### src/rtl/cec_tx_pkg.sv
package cec_tx_pkg;

  typedef enum logic [1:0] {
    TXS_OK     = 2'd0,
    TXS_NACK   = 2'd1,
    TXS_ARB    = 2'd2,
    TXS_LOWDRV = 2'd3
  } tx_status_e;

  typedef enum logic [2:0] {
    ST_IDLE,
    ST_WAIT,
    ST_START,
    ST_BIT,
    ST_HOLD
  } tx_state_e;

endpackage

### src/rtl/cec_tx_sync.sv
module cec_tx_sync (
  input  logic clk,
  input  logic rst_n,
  input  logic d_async,
  output logic q
);
  logic meta_q, sync_q;

  always_ff @(posedge clk or negedge rst_n) begin
    if (!rst_n) begin
      meta_q <= 1'b1;
      sync_q <= 1'b1;
    end else begin
      meta_q <= d_async;
      sync_q <= meta_q;
    end
  end

  assign q = sync_q;
endmodule

### src/rtl/cec_tx_phase.sv
module cec_tx_phase #(
  parameter int W = 12
) (
  input  logic         clk,
  input  logic         rst_n,
  input  logic         en,
  input  logic         clr,
  output logic [W-1:0] cnt
);
  logic [W-1:0] cnt_q, cnt_d;

  always_comb begin
    cnt_d = cnt_q;
    if (clr)     cnt_d = '0;
    else if (en) cnt_d = cnt_q + 1'b1;
  end

  always_ff @(posedge clk or negedge rst_n) begin
    if (!rst_n) cnt_q <= '0;
    else        cnt_q <= cnt_d;
  end

  assign cnt = cnt_q;
endmodule

### src/rtl/cec_tx_bitsel.sv
module cec_tx_bitsel #(
  parameter int NBYTES = 16,
  parameter int IDX_W  = 4
) (
  input  logic [NBYTES*8-1:0] frame,
  input  logic [IDX_W-1:0]    bidx,
  input  logic [3:0]          sidx,
  input  logic                last_byte,
  output logic                bit_val,
  output logic                sampled
);
  logic [7:0] bytes [NBYTES];
  logic [7:0] cur;

  for (genvar g = 0; g < NBYTES; g++) begin : g_unpack
    assign bytes[g] = frame[g*8 +: 8];
  end

  assign cur = bytes[bidx];

  always_comb begin
    if (sidx < 4'd8)       bit_val = cur[3'd7 - sidx[2:0]];
    else if (sidx == 4'd8) bit_val = last_byte;
    else                   bit_val = 1'b1;
    sampled = (sidx == 4'd9) || ((bidx == '0) && (sidx < 4'd4) && bit_val);
  end
endmodule

### src/rtl/cec_frame_tx.sv
module cec_frame_tx
  import cec_tx_pkg::*;
#(
  parameter int MAX_BYTES   = 16,
  parameter int SFT_W       = 4,
  parameter int T_START_LOW = 3700,
  parameter int T_START_ALL = 4500,
  parameter int T_ZERO_LOW  = 1500,
  parameter int T_ONE_LOW   = 600,
  parameter int T_BIT_ALL   = 2400,
  parameter int T_SAMPLE    = 850
) (
  input  logic                   clk,
  input  logic                   rst_n,
  input  logic                   send,
  input  logic [$clog2(MAX_BYTES+1)-1:0] tx_len,
  input  logic [MAX_BYTES*8-1:0] tx_data,
  input  logic [SFT_W-1:0]       sft_periods,
  input  logic                   tick_us,
  input  logic                   line_in,
  output logic                   drive_low,
  output logic                   busy,
  output logic                   done,
  output logic [1:0]             status
);
  localparam int LEN_W = $clog2(MAX_BYTES+1);
  localparam int IDX_W = (MAX_BYTES > 1) ? $clog2(MAX_BYTES) : 1;
  localparam int PH_W  = $clog2(T_START_ALL+1);

  tx_state_e             state_q, state_d;
  logic [MAX_BYTES*8-1:0] frame_q, frame_d;
  logic [LEN_W-1:0]      len_q, len_d;
  logic [SFT_W-1:0]      sft_q, sft_d;
  logic [SFT_W:0]        pcnt_q, pcnt_d;
  logic [IDX_W-1:0]      bidx_q, bidx_d;
  logic [3:0]            sidx_q, sidx_d;
  logic                  nack_q, nack_d;
  logic                  done_q, done_d;
  tx_status_e            status_q, status_d;

  logic            line_s, ph_clr, bit_val, sampled, last_byte, bcast;
  logic [PH_W-1:0] ph;
  logic            at_sample, end_bit, end_start;

  cec_tx_sync u_sync (.clk(clk), .rst_n(rst_n), .d_async(line_in), .q(line_s));

  cec_tx_phase #(.W(PH_W)) u_phase (
    .clk(clk), .rst_n(rst_n), .en(tick_us), .clr(ph_clr), .cnt(ph)
  );

  cec_tx_bitsel #(.NBYTES(MAX_BYTES), .IDX_W(IDX_W)) u_bitsel (
    .frame(frame_q), .bidx(bidx_q), .sidx(sidx_q), .last_byte(last_byte),
    .bit_val(bit_val), .sampled(sampled)
  );

  assign last_byte = (LEN_W'(bidx_q) + 1'b1) == len_q;
  assign bcast     = frame_q[3:0] == 4'hF;
  assign at_sample = tick_us && (ph == PH_W'(T_SAMPLE));
  assign end_bit   = tick_us && (ph == PH_W'(T_BIT_ALL - 1));
  assign end_start = tick_us && (ph == PH_W'(T_START_ALL - 1));

  // Next-state logic
  always_comb begin
    state_d  = state_q;
    frame_d  = frame_q;
    len_d    = len_q;
    sft_d    = sft_q;
    pcnt_d   = pcnt_q;
    bidx_d   = bidx_q;
    sidx_d   = sidx_q;
    nack_d   = nack_q;
    done_d   = 1'b0;
    status_d = status_q;
    ph_clr   = 1'b0;
    unique case (state_q)
      ST_IDLE: begin
        ph_clr = 1'b1;
        if (send) begin
          if (tx_len == '0) begin
            done_d   = 1'b1;
            status_d = TXS_OK;
          end else begin
            frame_d = tx_data;
            len_d   = tx_len;
            sft_d   = sft_periods;
            pcnt_d  = '0;
            bidx_d  = '0;
            sidx_d  = '0;
            nack_d  = 1'b0;
            state_d = ST_WAIT;
          end
        end
      end
      ST_WAIT: begin
        if (!line_s) begin
          ph_clr = 1'b1;
          pcnt_d = '0;
        end else if (end_bit) begin
          ph_clr = 1'b1;
          if (pcnt_q == {1'b0, sft_q}) state_d = ST_START;
          else                         pcnt_d  = pcnt_q + 1'b1;
        end
      end
      ST_START: begin
        if (end_start) begin
          ph_clr  = 1'b1;
          state_d = ST_BIT;
        end
      end
      ST_BIT: begin
        if (at_sample && sampled) begin
          if (sidx_q == 4'd9) begin
            nack_d = bcast ? !line_s : line_s;
          end else if (!line_s) begin
            state_d  = ST_IDLE;
            done_d   = 1'b1;
            status_d = TXS_ARB;
          end
        end else if (end_bit) begin
          ph_clr = 1'b1;
          if (sampled && !line_s) begin
            state_d = ST_HOLD;
          end else if (sidx_q == 4'd9 && nack_q) begin
            state_d  = ST_IDLE;
            done_d   = 1'b1;
            status_d = TXS_NACK;
          end else if (sidx_q == 4'd9 && last_byte) begin
            state_d  = ST_IDLE;
            done_d   = 1'b1;
            status_d = TXS_OK;
          end else if (sidx_q == 4'd9) begin
            sidx_d = '0;
            bidx_d = bidx_q + 1'b1;
          end else begin
            sidx_d = sidx_q + 1'b1;
          end
        end
      end
      ST_HOLD: begin
        ph_clr = 1'b1;
        if (line_s) begin
          state_d  = ST_IDLE;
          done_d   = 1'b1;
          status_d = TXS_LOWDRV;
        end
      end
      default: state_d = ST_IDLE;
    endcase
  end

  // Registers
  always_ff @(posedge clk or negedge rst_n) begin
    if (!rst_n) begin
      state_q  <= ST_IDLE;
      frame_q  <= '0;
      len_q    <= '0;
      sft_q    <= '0;
      pcnt_q   <= '0;
      bidx_q   <= '0;
      sidx_q   <= '0;
      nack_q   <= 1'b0;
      done_q   <= 1'b0;
      status_q <= TXS_OK;
    end else begin
      state_q  <= state_d;
      frame_q  <= frame_d;
      len_q    <= len_d;
      sft_q    <= sft_d;
      pcnt_q   <= pcnt_d;
      bidx_q   <= bidx_d;
      sidx_q   <= sidx_d;
      nack_q   <= nack_d;
      done_q   <= done_d;
      status_q <= status_d;
    end
  end

  always_comb begin
    unique case (state_q)
      ST_START: drive_low = ph < PH_W'(T_START_LOW);
      ST_BIT:   drive_low = ph < (bit_val ? PH_W'(T_ONE_LOW) : PH_W'(T_ZERO_LOW));
      default:  drive_low = 1'b0;
    endcase
  end

  assign busy   = state_q != ST_IDLE;
  assign done   = done_q;
  assign status = status_q;
endmodule

### config.mk
export PLATFORM = sky130hd
export DESIGN_NAME = cec_frame_tx
export DESIGN_NICKNAME = d
export VERILOG_FILES = /design/src/rtl/cec_tx_pkg.sv /design/src/rtl/cec_tx_sync.sv /design/src/rtl/cec_tx_phase.sv /design/src/rtl/cec_tx_bitsel.sv /design/src/rtl/cec_frame_tx.sv
export SDC_FILE = /design/constraint.sdc
export NUM_CORES = 1
export LEC_CHECK = 0
export BUFFER_PORTS_ARGS = -buffer_cell sky130_fd_sc_hd__buf_2
export CAP_MARGIN = 15
export CORE_AREA = 8 8 166 137
export DETAILED_ROUTE_END_ITERATION = 8
export DIE_AREA = 0 0 174 145
export HOLD_SLACK_MARGIN = 0.02
export PLACE_DENSITY = 0.72
export SETUP_SLACK_MARGIN = 0.3
export SKIP_LAST_GASP = 1
export SLEW_MARGIN = 20
export SYNTH_ARGS = -nofsm -noshare
export SYNTH_HDL_FRONTEND = slang
export SYNTH_SLANG_ARGS = --single-unit
### constraint.sdc
create_clock -name clk -period 5.29 [get_ports clk]
set_input_delay 0.529 -clock clk [delete_from_list [all_inputs] [get_ports clk]]
set_output_delay 0.529 -clock clk [all_outputs]
set_load 0.05 [all_outputs]
==> summary.txt <==
Share of cells above drive strength 1 - 22.34%
CP Data Required Time - 4.76 ns
Dominant cell type by area after synthesis - dfrtp_1
Top Layer Used - met4
Sequential share of power - 42.1%
Detail Route met3 WL - 2.014 mm
Ys async rst share - 100.0%
Total global-route track usage - 18.69%
Cells along the critical path - mux4_1 -> mux4_2 -> a311o_1 -> o22ai_1 -> o21a_1 -> nor2_1 -> ha_1 -> a31o_2 -> a21oi_1 -> o21a_1 -> nor2_1 -> o31ai_1 -> o21a_1 -> buf_6
Synth top cells by count - 441 x nand2_1, 170 x dfrtp_1, 43 x clkbuf_1, 38 x nor2_1, 22 x mux4_2
Top-count cell post-synth - nand2_1
Buffers added on ports - 146
Peak supply drop - 0.2282 mV
Power after layout - 0.005340 W
Ys flop type - dfrtp_1
Post-synth EDFFs - 0
CP most frequent cell - o21a_1
Int Power - 0.003355 W
Top cell type's share of synthesized area - 49.30%
Filler cells - 1,856
Cell Rows - 47
Fin. Hold Viols - 0
First-pass GRT wire length - 37.81 mm
Post-layout nets - 1,218
Synth Warn # - 0
# IOs - 147
Syn Nets - 1,094
CTS max path bufs - 2
Max_cap viols - 0
N_diodes - 0
CTS root buf - clkbuf_16
Die span in x - 174 microns
WL met2 - 10.32 mm
CTS sink cnt - 172
Starting Density - 42.91%
Critical-path top delay cell - mux4_1
DP HPWL - 17.16 mm
H-tree levels - 4
Unique cell type count in the Yosys netlist - 62
Total Negative Setup Slacks - 0 ns
Final setup skew - 0.008409 ns
Share of synthesized area occupied by flip-flops and latches - 49.91%
DRT Pass-1 Iters - 5
Clock power frac - 25.4%
CTS clk-pin slew, worst paths - 0.07 ns
Fin crit share - 91.79%
Seq cells post-synth - 172
Slew margin rel. - 36.15%
RePlAce Congestion - 0.8810
Leading post-synthesis cells by cell area - dfrtp_1 49%, nand2_1 19%, mux4_2 5.7%
Crit path largest cell delay - 0.57 ns
Mapped Area - 8630 sq um
Area delta synth->final - 18.95%
Clock buffer count from CTS - 17
Fmax - 205.9 MHz
Antenna violations before repair - 0
Die Area - 25,230 sq um
Vias - 7,033
Leak - 5.179 nW
CP arrival - 4.33 ns
Worst hold path class - in2async
Worst-skew pair later-pin latency - 0.44 ns
Cell count after synthesis - 942
Utilization after layout - 51.04%
Startpoint Class - register
Drt wl/cell - 17.50 microns
Highest net fanout along the worst path - 7
Core Region - 20,110 sq um
Measured slew at the worst slew-check pin - 0.9578 ns
Final ANT Viol Nets - 0
M1 WL - 10.99 mm
Finish-stage setup viols - 0
WS Path Type - reg2out
RSZ-0062 raised after global routing - false
Final wirelength - 23.60 mm
DRC Markers - 0
Avg Inst Size Synth - 9.161 sq um
TritonCTS clock tree - built
Switching part of the total - 37.18%
DIE HEIGHT - 145 microns
Via-to-Cell Ratio - 5.217
Max Slew Vio Count - 0
Largest net degree at the start of global routing - 89
Status - complete, no violations
Comb power frac - 32.5%
Worst Setup End Kind - output port
Power per cell area - 520.2 nW/um^2
DRT iter0 DRCs - 664
Post-layout min period - 4.856 ns
Gr ovfl total - 0
Number of global-route vias before repair - 7,117
Net Sw Power - 0.001985 W
-- worst paths after layout --
path                            slack (ns)  depth (start not counted)               startpoint                 endpoint
worst max-delay path                  0.43                         14    bidx_q[0]$_DFFE_PN0P_                drive_low
worst min-delay path                  0.17                          1                    rst_n  frame_q[22]$_DFFE_PN0P_
worst max register to register        2.14                          7    bidx_q[0]$_DFFE_PN0P_    status[1]$_DFFE_PN0P_
max in group asynchronous             3.69                          2                    rst_n    bidx_q[2]$_DFFE_PN0P_
worst min register to register        0.35                          0  u_sync.meta_q$_DFF_PN1_       u_sync.q$_DFF_PN1_
min in group clk                      0.19                          1                  line_in  u_sync.meta_q$_DFF_PN1_
-- cells in the final DEF, fill, tap and decap left out, drive strengths merged, types with 6 or more instances in the layout --
| master | Yosys | final |
|---|---|---|
| mux2 | 10 | 10 |
| mux4 | 32 | 32 |
| nor3 | 7 | 7 |
| nor4 | 6 | 6 |
| o31ai | 6 | 6 |
| nor2 | 38 | 38 |
| ha | 10 | 10 |
| inv | 13 | 19 |
| buf | 11 | 158 |
| xor2 | 13 | 13 |
| mux2i | 6 | 6 |
| dfrtp | 170 | 170 |
| xnor2 | 11 | 11 |
| nand3 | 14 | 14 |
| and3 | 8 | 8 |
| o21ai | 15 | 15 |
| nand4 | 9 | 9 |
| nand2 | 441 | 441 |
| clkbuf | 43 | 21 |
| a21oi | 12 | 12 |
-- critical path, delay by kind of cell (launching register included) --
family,cells,cell delay (ns)
flops,1,0.49
mux,2,1.09
compound gates,8,1.71
fa+ha+maj,1,0.30
buf+inv,1,0.17
simple gates,2,0.12
-- flip-flops by register name (all words and copies together), names as in the netlist --
signal and cells:
bidx_q 4, u_phase.cnt 13, done 1, u_sync.meta_q 1, len_q 5, state_q 3, sft_q 4, frame_q 128
u_sync.q 1, pcnt_q 5, nack_q 1, status 2, sidx_q 4
-- power by group through the flow --
stage | clock, W | combinational (W) | sequential [W]
after floorplan | 0 | 0.00130 | 0.00209
after global placement | 0 | 0.00165 | 0.00227
after detailed placement | 0 | 0.00172 | 0.00225
after CTS | 0.00137 | 0.00173 | 0.00224
after global routing | 0.00143 | 0.00196 | 0.00230
final | 0.00135 | 0.00174 | 0.00225
-- metrics by stage --
stage          instances  worst slack [ns]  cell area, sq um  hold slack [ns]
2_1_floorplan        942            0.9515              8630           0.2334
3_3_place_gp        1312            0.6519              9557           0.3462
3_5_place_dp        1312            0.5162              9557           0.3478
4_1_cts             1345            0.3389             10220           0.1689
5_1_grt             1348            0.2995             10260           0.1704
6_report            1348            0.4342             10260           0.1682
-- per-layer routing --
layer	up-vias	track usage [%]
met5	-	0
met4	0	4.567
met3	22	6.172
met2	265	27.15
met1	3366	26.52
li1	3380	-
-- final cells by class --
type	instances	area (sq um)	area share, %
Inverter	14	52.55	0.5119
Clock inverter	12	173.9	1.694
Sequential cell	172	4309	41.98
Clock buffer	20	466.7	4.547
Tap cell	269	336.6	3.279
Timing Repair Buffer	159	870.8	8.484
Multi-Input combinational cell	702	4055	39.51
-- kinds of logic after synthesis --
kind of cell	synth area share, %
AND/OR/NAND/NOR	26.17
flip-flops	49.91
AO/OA/AOI/OAI	5.945
buffers and inverters	3.306
multiplexers	10.79
XOR/XNOR	2.436
adder cells (fa/ha/maj)	1.450
-- repair_timing --
item / in CTS / in global routing
setup endpoints to repair: 1 / 1
setup buffers: 1 / 2
resized for setup: 4 / 3
hold buffers: 0 / 0
gates cloned: 0 / 1
Note: power is estimated with default switching activity, not from simulation.
